[config.mk]
export PLATFORM = sky130hd
export DESIGN_NAME = ser_shift_core
export DESIGN_NICKNAME = d
export VERILOG_FILES = /design/src/rtl/ssu_pkg.sv /design/src/rtl/ssu_sync_edge.sv /design/src/rtl/ssu_clk_route.sv /design/src/rtl/ssu_counter.sv /design/src/rtl/ser_shift_core.sv
export SDC_FILE = /design/constraint.sdc
export NUM_CORES = 1
export LEC_CHECK = 0
export BUFFER_PORTS_ARGS = -buffer_cell sky130_fd_sc_hd__buf_2
export CELL_PAD_IN_SITES_DETAIL_PLACEMENT = 1
export CELL_PAD_IN_SITES_GLOBAL_PLACEMENT = 2
export CORE_MARGIN = 8
export CORE_UTILIZATION = 29
export DETAILED_ROUTE_END_ITERATION = 16
export HOLD_SLACK_MARGIN = 0.08
export MAX_ROUTING_LAYER = met4
export PLACE_DENSITY_LB_ADDON = 0.1
export SETUP_SLACK_MARGIN = 0.3
export SLEW_MARGIN = 20
export SYNTH_ARGS = -nofsm -noshare
export SYNTH_HDL_FRONTEND = slang
export SYNTH_SLANG_ARGS = --single-unit
[constraint.sdc]
create_clock -name clk -period 5.5 [get_ports clk]
set_input_delay 1.375 -clock clk [delete_from_list [all_inputs] [get_ports clk]]
set_output_delay 1.375 -clock clk [all_outputs]
set_load 0.02 [all_outputs]
[src/rtl/ssu_pkg.sv]
package ssu_pkg;

    typedef enum logic [1:0] {
        SRC_NONE     = 2'd0,
        SRC_TIMER    = 2'd1,
        SRC_EXT_RISE = 2'd2,
        SRC_EXT_FALL = 2'd3
    } src_e;

    typedef struct packed {
        logic rise;
        logic fall;
    } edge_t;

    typedef struct packed {
        logic shift;
        logic count;
    } tick_t;

    typedef struct packed {
        src_e src;
        logic cnt_by_toggle;
    } ctl_t;

    function automatic logic src_is_ext(src_e s);
        return s[1];
    endfunction

    function automatic logic any_edge(edge_t e);
        return e.rise | e.fall;
    endfunction

endpackage

[src/rtl/ssu_sync_edge.sv]
module ssu_sync_edge
    import ssu_pkg::*;
#(
    parameter int unsigned STAGES = 2
) (
    input  logic  clk,
    input  logic  rst,
    input  logic  pin,
    output edge_t edg
);
    localparam int unsigned CHAIN = STAGES + 1;

    logic [CHAIN-1:0] chain_q;

    genvar g;
    generate
        for (g = 0; g < CHAIN; g++) begin : g_stage
            if (g == 0) begin : g_first
                always_ff @(posedge clk) begin
                    if (rst) chain_q[0] <= 1'b0;
                    else     chain_q[0] <= pin;
                end
            end else begin : g_next
                always_ff @(posedge clk) begin
                    if (rst) chain_q[g] <= 1'b0;
                    else     chain_q[g] <= chain_q[g-1];
                end
            end
        end
    endgenerate

    always_comb begin
        edg.rise = chain_q[STAGES-1] & ~chain_q[STAGES];
        edg.fall = ~chain_q[STAGES-1] & chain_q[STAGES];
    end

    assert_rise_single_R5: assert property (@(posedge clk) disable iff (rst)
        edg.rise |=> !edg.rise);
    assert_fall_single_R5: assert property (@(posedge clk) disable iff (rst)
        edg.fall |=> !edg.fall);

endmodule

[src/rtl/ssu_clk_route.sv]
module ssu_clk_route
    import ssu_pkg::*;
(
    input  ctl_t       ctl_q,
    input  logic       ctl_wr,
    input  logic [1:0] ctl_sel,
    input  logic       ctl_strobe,
    input  logic       ctl_toggle,
    input  logic       tmr_match,
    input  edge_t      edg,
    output tick_t      tk
);
    logic sw_strobe;
    logic sw_toggle_cnt;
    logic ext_shift;
    logic ext_count;

    always_comb begin
        sw_strobe     = ctl_wr && ctl_strobe && (src_e'(ctl_sel) == SRC_NONE);
        sw_toggle_cnt = ctl_wr && ctl_toggle && ctl_strobe && ctl_sel[1];
        ext_shift = 1'b0;
        case (ctl_q.src)
            SRC_EXT_RISE: ext_shift = edg.rise;
            SRC_EXT_FALL: ext_shift = edg.fall;
            default:      ext_shift = 1'b0;
        endcase
        ext_count = src_is_ext(ctl_q.src) && !ctl_q.cnt_by_toggle && any_edge(edg);

        tk.shift = sw_strobe
                 || ((ctl_q.src == SRC_TIMER) && tmr_match)
                 || ext_shift;
        tk.count = sw_strobe
                 || ((ctl_q.src == SRC_TIMER) && tmr_match)
                 || ext_count
                 || sw_toggle_cnt;
    end

endmodule

[src/rtl/ssu_counter.sv]
module ssu_counter #(
    parameter int unsigned CNT_W = 4
) (
    input  logic             clk,
    input  logic             rst,
    input  logic             inc,
    input  logic             clr,
    output logic [CNT_W-1:0] cnt,
    output logic             ovf
);
    localparam logic [CNT_W-1:0] CNT_MAX = {CNT_W{1'b1}};
    localparam logic [CNT_W-1:0] CNT_ONE = {{(CNT_W-1){1'b0}}, 1'b1};

    logic wrap;

    assign wrap = inc && (cnt == CNT_MAX);

    always_ff @(posedge clk) begin
        if (rst) begin
            cnt <= '0;
            ovf <= 1'b0;
        end else begin
            if (inc) cnt <= cnt + CNT_ONE;
            if (wrap)     ovf <= 1'b1;
            else if (clr) ovf <= 1'b0;
        end
    end

    assert_cnt_step_R6: assert property (@(posedge clk) disable iff (rst)
        inc |=> (cnt == $past(cnt) + CNT_ONE));
    assert_cnt_hold_R2: assert property (@(posedge clk) disable iff (rst)
        !inc |=> $stable(cnt));
    assert_ovf_set_R10: assert property (@(posedge clk) disable iff (rst)
        (inc && cnt == CNT_MAX) |=> (ovf && cnt == '0));
    assert_ovf_clear_R10: assert property (@(posedge clk) disable iff (rst)
        (clr && !(inc && cnt == CNT_MAX)) |=> !ovf);

endmodule

[src/rtl/ser_shift_core.sv]
module ser_shift_core
    import ssu_pkg::*;
#(
    parameter int unsigned DATA_W      = 8,
    parameter int unsigned CNT_W       = 4,
    parameter int unsigned SYNC_STAGES = 2
) (
    input  logic              clk,
    input  logic              rst,
    input  logic              ctl_wr,
    input  logic [1:0]        ctl_sel,
    input  logic              ctl_strobe,
    input  logic              ctl_toggle,
    output logic [3:0]        ctl_rd,
    input  logic              dat_wr,
    input  logic [DATA_W-1:0] dat_wdata,
    output logic [DATA_W-1:0] dat_rd,
    input  logic              ser_in,
    output logic              ser_out,
    input  logic              sck_in,
    output logic              sck_out,
    input  logic              tmr_match,
    output logic [CNT_W-1:0]  cnt_val,
    output logic              cnt_ovf,
    input  logic              ovf_clr,
    output logic              edge_flag,
    input  logic              edge_clr
);
    localparam int unsigned MSB = DATA_W - 1;

    ctl_t              ctl_q;
    logic [DATA_W-1:0] shreg_q;
    logic              din_q;
    logic              sck_q;
    logic              eflag_q;
    edge_t             edg;
    tick_t             tk;

    ssu_sync_edge #(.STAGES(SYNC_STAGES)) u_sync (
        .clk (clk),
        .rst (rst),
        .pin (sck_in),
        .edg (edg)
    );

    ssu_clk_route u_route (
        .ctl_q      (ctl_q),
        .ctl_wr     (ctl_wr),
        .ctl_sel    (ctl_sel),
        .ctl_strobe (ctl_strobe),
        .ctl_toggle (ctl_toggle),
        .tmr_match  (tmr_match),
        .edg        (edg),
        .tk         (tk)
    );

    ssu_counter #(.CNT_W(CNT_W)) u_cnt (
        .clk (clk),
        .rst (rst),
        .inc (tk.count),
        .clr (ovf_clr),
        .cnt (cnt_val),
        .ovf (cnt_ovf)
    );

    always_ff @(posedge clk) begin
        if (rst) begin
            ctl_q   <= '{src: SRC_NONE, cnt_by_toggle: 1'b0};
            shreg_q <= '0;
            din_q   <= 1'b0;
            sck_q   <= 1'b0;
            eflag_q <= 1'b0;
        end else begin
            din_q <= ser_in;
            if (ctl_wr) begin
                ctl_q.src           <= src_e'(ctl_sel);
                ctl_q.cnt_by_toggle <= ctl_strobe;
                if (ctl_toggle) sck_q <= ~sck_q;
            end
            if (dat_wr)        shreg_q <= dat_wdata;
            else if (tk.shift) shreg_q <= {shreg_q[MSB-1:0], din_q};
            if (any_edge(edg))  eflag_q <= 1'b1;
            else if (edge_clr)  eflag_q <= 1'b0;
        end
    end

    assign ctl_rd    = {ctl_q.src, 2'b00};
    assign dat_rd    = shreg_q;
    assign ser_out   = shreg_q[MSB];
    assign sck_out   = sck_q;
    assign edge_flag = eflag_q;

    assert_sck_toggle_R8: assert property (@(posedge clk) disable iff (rst)
        (ctl_wr && ctl_toggle) |=> (sck_out != $past(sck_out)));
    assert_sck_hold_R8: assert property (@(posedge clk) disable iff (rst)
        !(ctl_wr && ctl_toggle) |=> $stable(sck_out));
    assert_shift_out_R3: assert property (@(posedge clk) disable iff (rst)
        (tk.shift && !dat_wr) |=> (ser_out == $past(shreg_q[MSB-1])));
    assert_load_wins_R12: assert property (@(posedge clk) disable iff (rst)
        dat_wr |=> (dat_rd == $past(dat_wdata)));
    assert_idle_R2: assert property (@(posedge clk) disable iff (rst)
        (ctl_q.src == SRC_NONE && !ctl_wr && !dat_wr) |=> $stable(dat_rd));
    assert_edge_flag_R11: assert property (@(posedge clk) disable iff (rst)
        any_edge(edg) |=> edge_flag);

endmodule

# After elaboration in Yosys (flattened, before gate mapping)

Cells that the tools add are included.

Flip-flop bits (word level): 22
Input port bits: 21
Output and inout port bits: 20
Logic and storage cells: 48

Add/sub/neg operators: 1
Equal/unequal tests: 4
Multiplexer cells: 7
Bitwise operators: 6
Reduce and logical (&&, ||, !) cells: 19

Operator list:

| cell                  | count |
|---|---|
| $mux W8               | 2 |
| $logic_and A1 B1 Y1   | 9 |
| $reduce_bool A2 Y1    | 3 |
| $add A4 B1 Y4 const B | 1 |
| $eq A2 B2 Y1 const B  | 2 |
| $eq A4 B4 Y1 const B  | 1 |
| $logic_or A1 B1 Y1    | 4 |
| $mux W1               | 4 |
| $not A1 Y1            | 3 |
| $and A1 B1 Y1         | 2 |
| $eq A2 B1 Y1 const B  | 1 |
| $logic_not A2 Y1      | 1 |
| $pmux W1 S2           | 1 |
| $reduce_and A2 Y1     | 1 |
| $logic_not A1 Y1      | 1 |
| $or A1 B1 Y1          | 1 |

# Depth between registers and ports, before layout

Word-level depth: 8
Gate-level depth with buffers: 7
Depth with buffers taken out: 6

# By module

From an unflattened synthesis, not the netlist that was laid out.

Cell total of the unflattened synthesis: 100
Area, all modules: 1,012.2 um^2

By module, submodules not included:

| module         | times used | cells an instance | area an instance (um^2) | seq. area each (um^2) |
|---|---|---|---|---|
| ser_shift_core | 1          | 61                | 621.8                   | 280.3 |
| ssu_counter    | 1          | 21                | 236.5                   | 100.1 |
| ssu_sync_edge  | 1          | 8                 | 91.3                    | 60.1 |
| ssu_clk_route  | 1          | 10                | 62.6                    | 0.0 |

# Worst setup path after synthesis

Ideal clock, no wire load.

Kind: input to register
Start point: in ctl_strobe
End point: reg shreg_q[1] (netlist: dat_rd[1])
Setup time: 0.100 ns
Data arrival time: 2.429 ns
Required time: 5.400 ns
Setup slack: 2.972 ns
Stages on the path: 5
Path buffers: 1
Cells stage by stage: and2_1 -> a221oi_4 -> buf_6 -> nor3_2 -> a2111oi_4

Longest elaborated chain between the ends: 5

Ends and longest elaborated chain:

| what                                | line                 | RTL |
|---|---|---|
| start: declaration                  | ser_shift_core.sv:12 | `input logic ctl_strobe,` |
| $logic_and A1 B1 Y1 (2 in a row)    | ssu_clk_route.sv:19  | `sw_strobe = ctl_wr && ctl_strobe && (src_e'(ctl_sel) == SRC_NONE);` |
| $logic_or A1 B1 Y1                  | ssu_clk_route.sv:30  | `\|\| ((ctl_q.src == SRC_TIMER) && tmr_match)` |
| $logic_or A1 B1 Y1                  | ssu_clk_route.sv:31  | `\|\| ext_shift;` |
| $reduce_bool A2 Y1 (no source line) | n/a                  |  |
| end signal: assignment              | ser_shift_core.sv:80 | `if (dat_wr) shreg_q <= dat_wdata;` |
| end signal: assignment              | ser_shift_core.sv:81 | `else if (tk.shift) shreg_q <= {shreg_q[MSB-1:0], din_q};` |
| end: declaration                    | ser_shift_core.sv:32 | `logic [DATA_W-1:0] shreg_q;` |

No other way between the ends.
A chain may end at the register's enable or synchronous reset.

# Final worst setup path

Start point: in ctl_wr
End point: reg shreg_q[5] (netlist: dat_rd[5])

Longest elaborated chain between the ends: 5

Ends and longest elaborated chain:

| what                                | line                 | RTL |
|---|---|---|
| start: declaration                  | ser_shift_core.sv:10 | `input logic ctl_wr,` |
| $logic_and A1 B1 Y1 (2 in a row)    | ssu_clk_route.sv:19  |  |
| $logic_or A1 B1 Y1                  | ssu_clk_route.sv:30  |  |
| $logic_or A1 B1 Y1                  | ssu_clk_route.sv:31  |  |
| $reduce_bool A2 Y1 (no source line) | n/a                  |  |

No other way between the ends.

==> results.tsv <==
stage	metric	value	unit
yosys	yosys-top-cells-area	dfxtp_1, nor2b_1, nor2_1	
power	sequentialPowerShare	45.4	%
yosys	async_flop_share	0	%
clocking	clock_path_buffers	2	
setup_path	path_max_fanout	16	
floorplan	boundaryPins	41	
floorplan	start_util	29.67	%
timing	drv_slew	0	
timing	final-hold-violation-count	0	
yosys	ys_ff_latch	22	
routing	drt_iter0_markers	51	
routing	routed_wl	2.643	mm
clocking	cts_tree	yes	
placement	dp_slack	2.497	ns
power	switching_share	25.35	%
floorplan	rows	22	
yosys	ys_types	31	
clocking	cts_sinks	22	
timing	setup_tns	0	ns
placement	port_buffers	38	
power	power.switching	98.59	uW
yosys	synth_edf_count	0	
routing	topRoutingLayerUsed	met4	
routing	ant_nets	0	
setup_path	ff2ff_path_depth	6	
timing	fin_crit_sh	49.64	%
power	p_per_area	292.9	nW/um2
timing	rsz0062_at_grt	no	
setup_path	required	5.64	ns
clocking	insertion_delay	0.26	ns
yosys	yosysSeqAreaShare	41.17	%
yosys	ys_dominant_reg_cell	dfxtp_1	
placement	gp_congestion	0.7804	
floorplan	coreArea	3606	um2
setup_path	critical_path_class	in2reg	
global_route	gr-usage-all-layers	9.575	%
timing	setup_slack	2.770	ns
setup_path	crit_end	dat_rd[5]$_SDFFE_PP0P_	
floorplan	die_area	5888	um2
setup_path	rrSetupSlack	3.33	ns
job	drv_cap	0	
power	p_total	388.9	uW
routing	vias_per_cell	4.636	
timing	finalSetupViolCount	0	
yosys	syn_inst	114	
timing	slew_headroom	50.52	%
floorplan	die_w	76.74	um
power	leakagePower	0.5933	nW
yosys	yosys-top-cells-count	dfxtp_1, nor2_1, nor2b_1, nor3_1, a2111oi_0	
yosys	syn-cell-area	1070	um2
timing	min_period	2.730	ns
clocking	ctsHoldBuffers	0	
layout	drive_above_1_share	34.01	%
setup_path	reg2reg_to	dat_rd[5]$_SDFFE_PP0P_	
placement	dp_hpwl	2.014	mm
global_route	grt_max_degree	25	
timing	worst_slew_pin_slew	0.7421	ns
power	comb_power_share	15.5	%
floorplan	die_y	76.74	um
yosys	synth_area_per_cell	9.384	um2
global_route	grt-ovfl-total	0	
clocking	htree_num_levels	1	
setup_path	worstPathArrival	2.87	ns
power	intPower	290.3	uW
routing	vias	904	
min_path	hold_depth	1	
placement	numPlacedInstances	191	
clocking	cts-root-buf	clkbuf_8	
setup_path	crit_start	ctl_wr	
layout	nets	172	
clocking	cts_setup_buffers	0	
layout	syn_to_final_growth	24.09	%
global_route	antenna_found_initial	0	
routing	route.detailed.drc	0	
routing	dr_wl_met3	192	um
setup_path	r2r_start	u_sync.chain_q[1]$_SDFF_PP0_	
global_route	grt_pass1_wl	4.698	mm
run_status	status	finished clean	
clocking	clk_pin_slew	0.09	ns
setup_path	endpoint_kind	register	
clocking	numCtsBuffers	3	
routing	dr.pass1.iters	4	
global_route	grt_pass1_vias	994	
timing	fmax	0.3663	GHz
layout	antennaDiodeCount	0	
timing	holdWs	0.4656	ns
clocking	cts_resized	0	
min_path	worstHoldPathType	reg2reg	
yosys	synth.most_common_cell	dfxtp_1	
layout	fin_cells	195	
yosys	synth_top_cell_area_share	41.17	%
routing	dr_wl_met2	1.206	mm
setup_path	start_kind	primary input	
routing	wl_met1	1.225	mm
timing	fin_skew	0.005769	ns
routing	wl_per_cell	13.55	um
power	vdd_drop_max	0.0001137	V
yosys	yosysWarningCount	0	
yosys	synth_area_leader_cell	dfxtp_1	
power	clkPwrFrac	39.1	%
-- worst min path at each step --
stage	from	to	slack (ns)
final	u_sync.chain_q[0]$_SDFF_PP0_	u_sync.chain_q[1]$_SDFF_PP0_	0.47
after global routing	u_cnt.ovf$_SDFFE_PP0P_	u_cnt.ovf$_SDFFE_PP0P_	0.50
after CTS	u_sync.chain_q[0]$_SDFF_PP0_	u_sync.chain_q[1]$_SDFF_PP0_	0.47
after detailed placement	u_sync.chain_q[0]$_SDFF_PP0_	u_sync.chain_q[1]$_SDFF_PP0_	0.45
after global placement	u_sync.chain_q[0]$_SDFF_PP0_	u_sync.chain_q[1]$_SDFF_PP0_	0.44
after floorplan	u_sync.chain_q[0]$_SDFF_PP0_	u_sync.chain_q[1]$_SDFF_PP0_	0.41
-- routing by layer --
metal / track usage, % / vias up
met1: 11.12 / 426
met3: 3.613 / 2
met2: 15.21 / 22
met5: - / -
li1: - / 454
met4: 2.308 / 0
-- state kept, by name, indices dropped and copies added (netlist names) --
signal / flops
u_cnt.ovf: 1
ctl_rd: 2
sck_out: 1
u_sync.chain_q: 3
u_cnt.cnt: 4
dat_rd: 8
ctl_q: 1
din_q: 1
edge_flag: 1
-- cells in the final DEF, fill, tap and decap left out --
| master | Yosys | layout |
|---|---|---|
| a2111oi_0 | 6 | 6 |
| a2111oi_2 | 1 | 1 |
| a2111oi_4 | 1 | 1 |
| a21boi_0 | 2 | 2 |
| a21o_1 | 1 | 1 |
| a21oi_1 | 5 | 5 |
| a221oi_4 | 1 | 1 |
| a32o_1 | 1 | 1 |
| and2_1 | 2 | 2 |
| and3b_2 | 1 | 1 |
| buf_2 | 0 | 38 |
| bufinv_16 | 0 | 1 |
| clkbuf_8 | 0 | 3 |
| conb_1 | 1 | 2 |
| dfxtp_1 | 22 | 22 |
| ha_1 | 3 | 3 |
| inv_1 | 3 | 3 |
| mux2_2 | 2 | 2 |
| mux2_4 | 1 | 1 |
| mux2i_1 | 2 | 2 |
| nand2_1 | 1 | 1 |
| nand2b_1 | 1 | 1 |
| nand3_1 | 2 | 2 |
| nor2_1 | 18 | 18 |
| nor2b_1 | 13 | 13 |
| nor3_1 | 9 | 9 |
| nor3_2 | 1 | 1 |
| o21a_1 | 1 | 1 |
| o21ai_0 | 2 | 2 |
| xor2_1 | 1 | 1 |
-- power groups by stage --
stage               combinational (mW)  clock [mW]  sequential (mW)
floorplan                       0.0347           0            0.188
global placement                0.0604           0            0.180
detailed placement              0.0615           0            0.181
CTS                             0.0618       0.157            0.177
global route                    0.0680       0.164            0.179
finish                          0.0604       0.152            0.176
-- metrics by stage --
step / instance area [um2] / util, %
3_5_place_dp: 1256 / 34.84
2_1_floorplan: 1074 / -
5_1_grt: 1328 / 36.81
4_1_cts: 1328 / 36.81
6_report: 1328 / 36.81
3_3_place_gp: 1256 / 34.84
-- kinds of logic after synthesis --
kind of cell,after synthesis,synth area share [%]
XOR/XNOR,1,0.8189
other,1,0.3505
AO/OA/AOI/OAI,21,18.36
multiplexers,5,5.380
flip-flops,22,41.17
AND/OR/NAND/NOR,48,23.04
adder cells (fa/ha/maj),3,3.509
buffers and inverters,13,7.369
-- critical path, stage by stage --
cell	delay, ns
buf_2	0.14
and2_1	0.20
a221oi_4	0.66
nor3_1	0.11
a2111oi_0	0.39
-- area by class of cell --
class,instances,area [um2]
timing repair buffer,38,190.2
clock buffer,3,41.29
inverter,3,11.26
fill,440,2278
sequential,22,440.4
tap,48,60.06
multi-input combinational,80,554.3
clock inverter,1,30.03
Power figures use the tool's default switching activity.
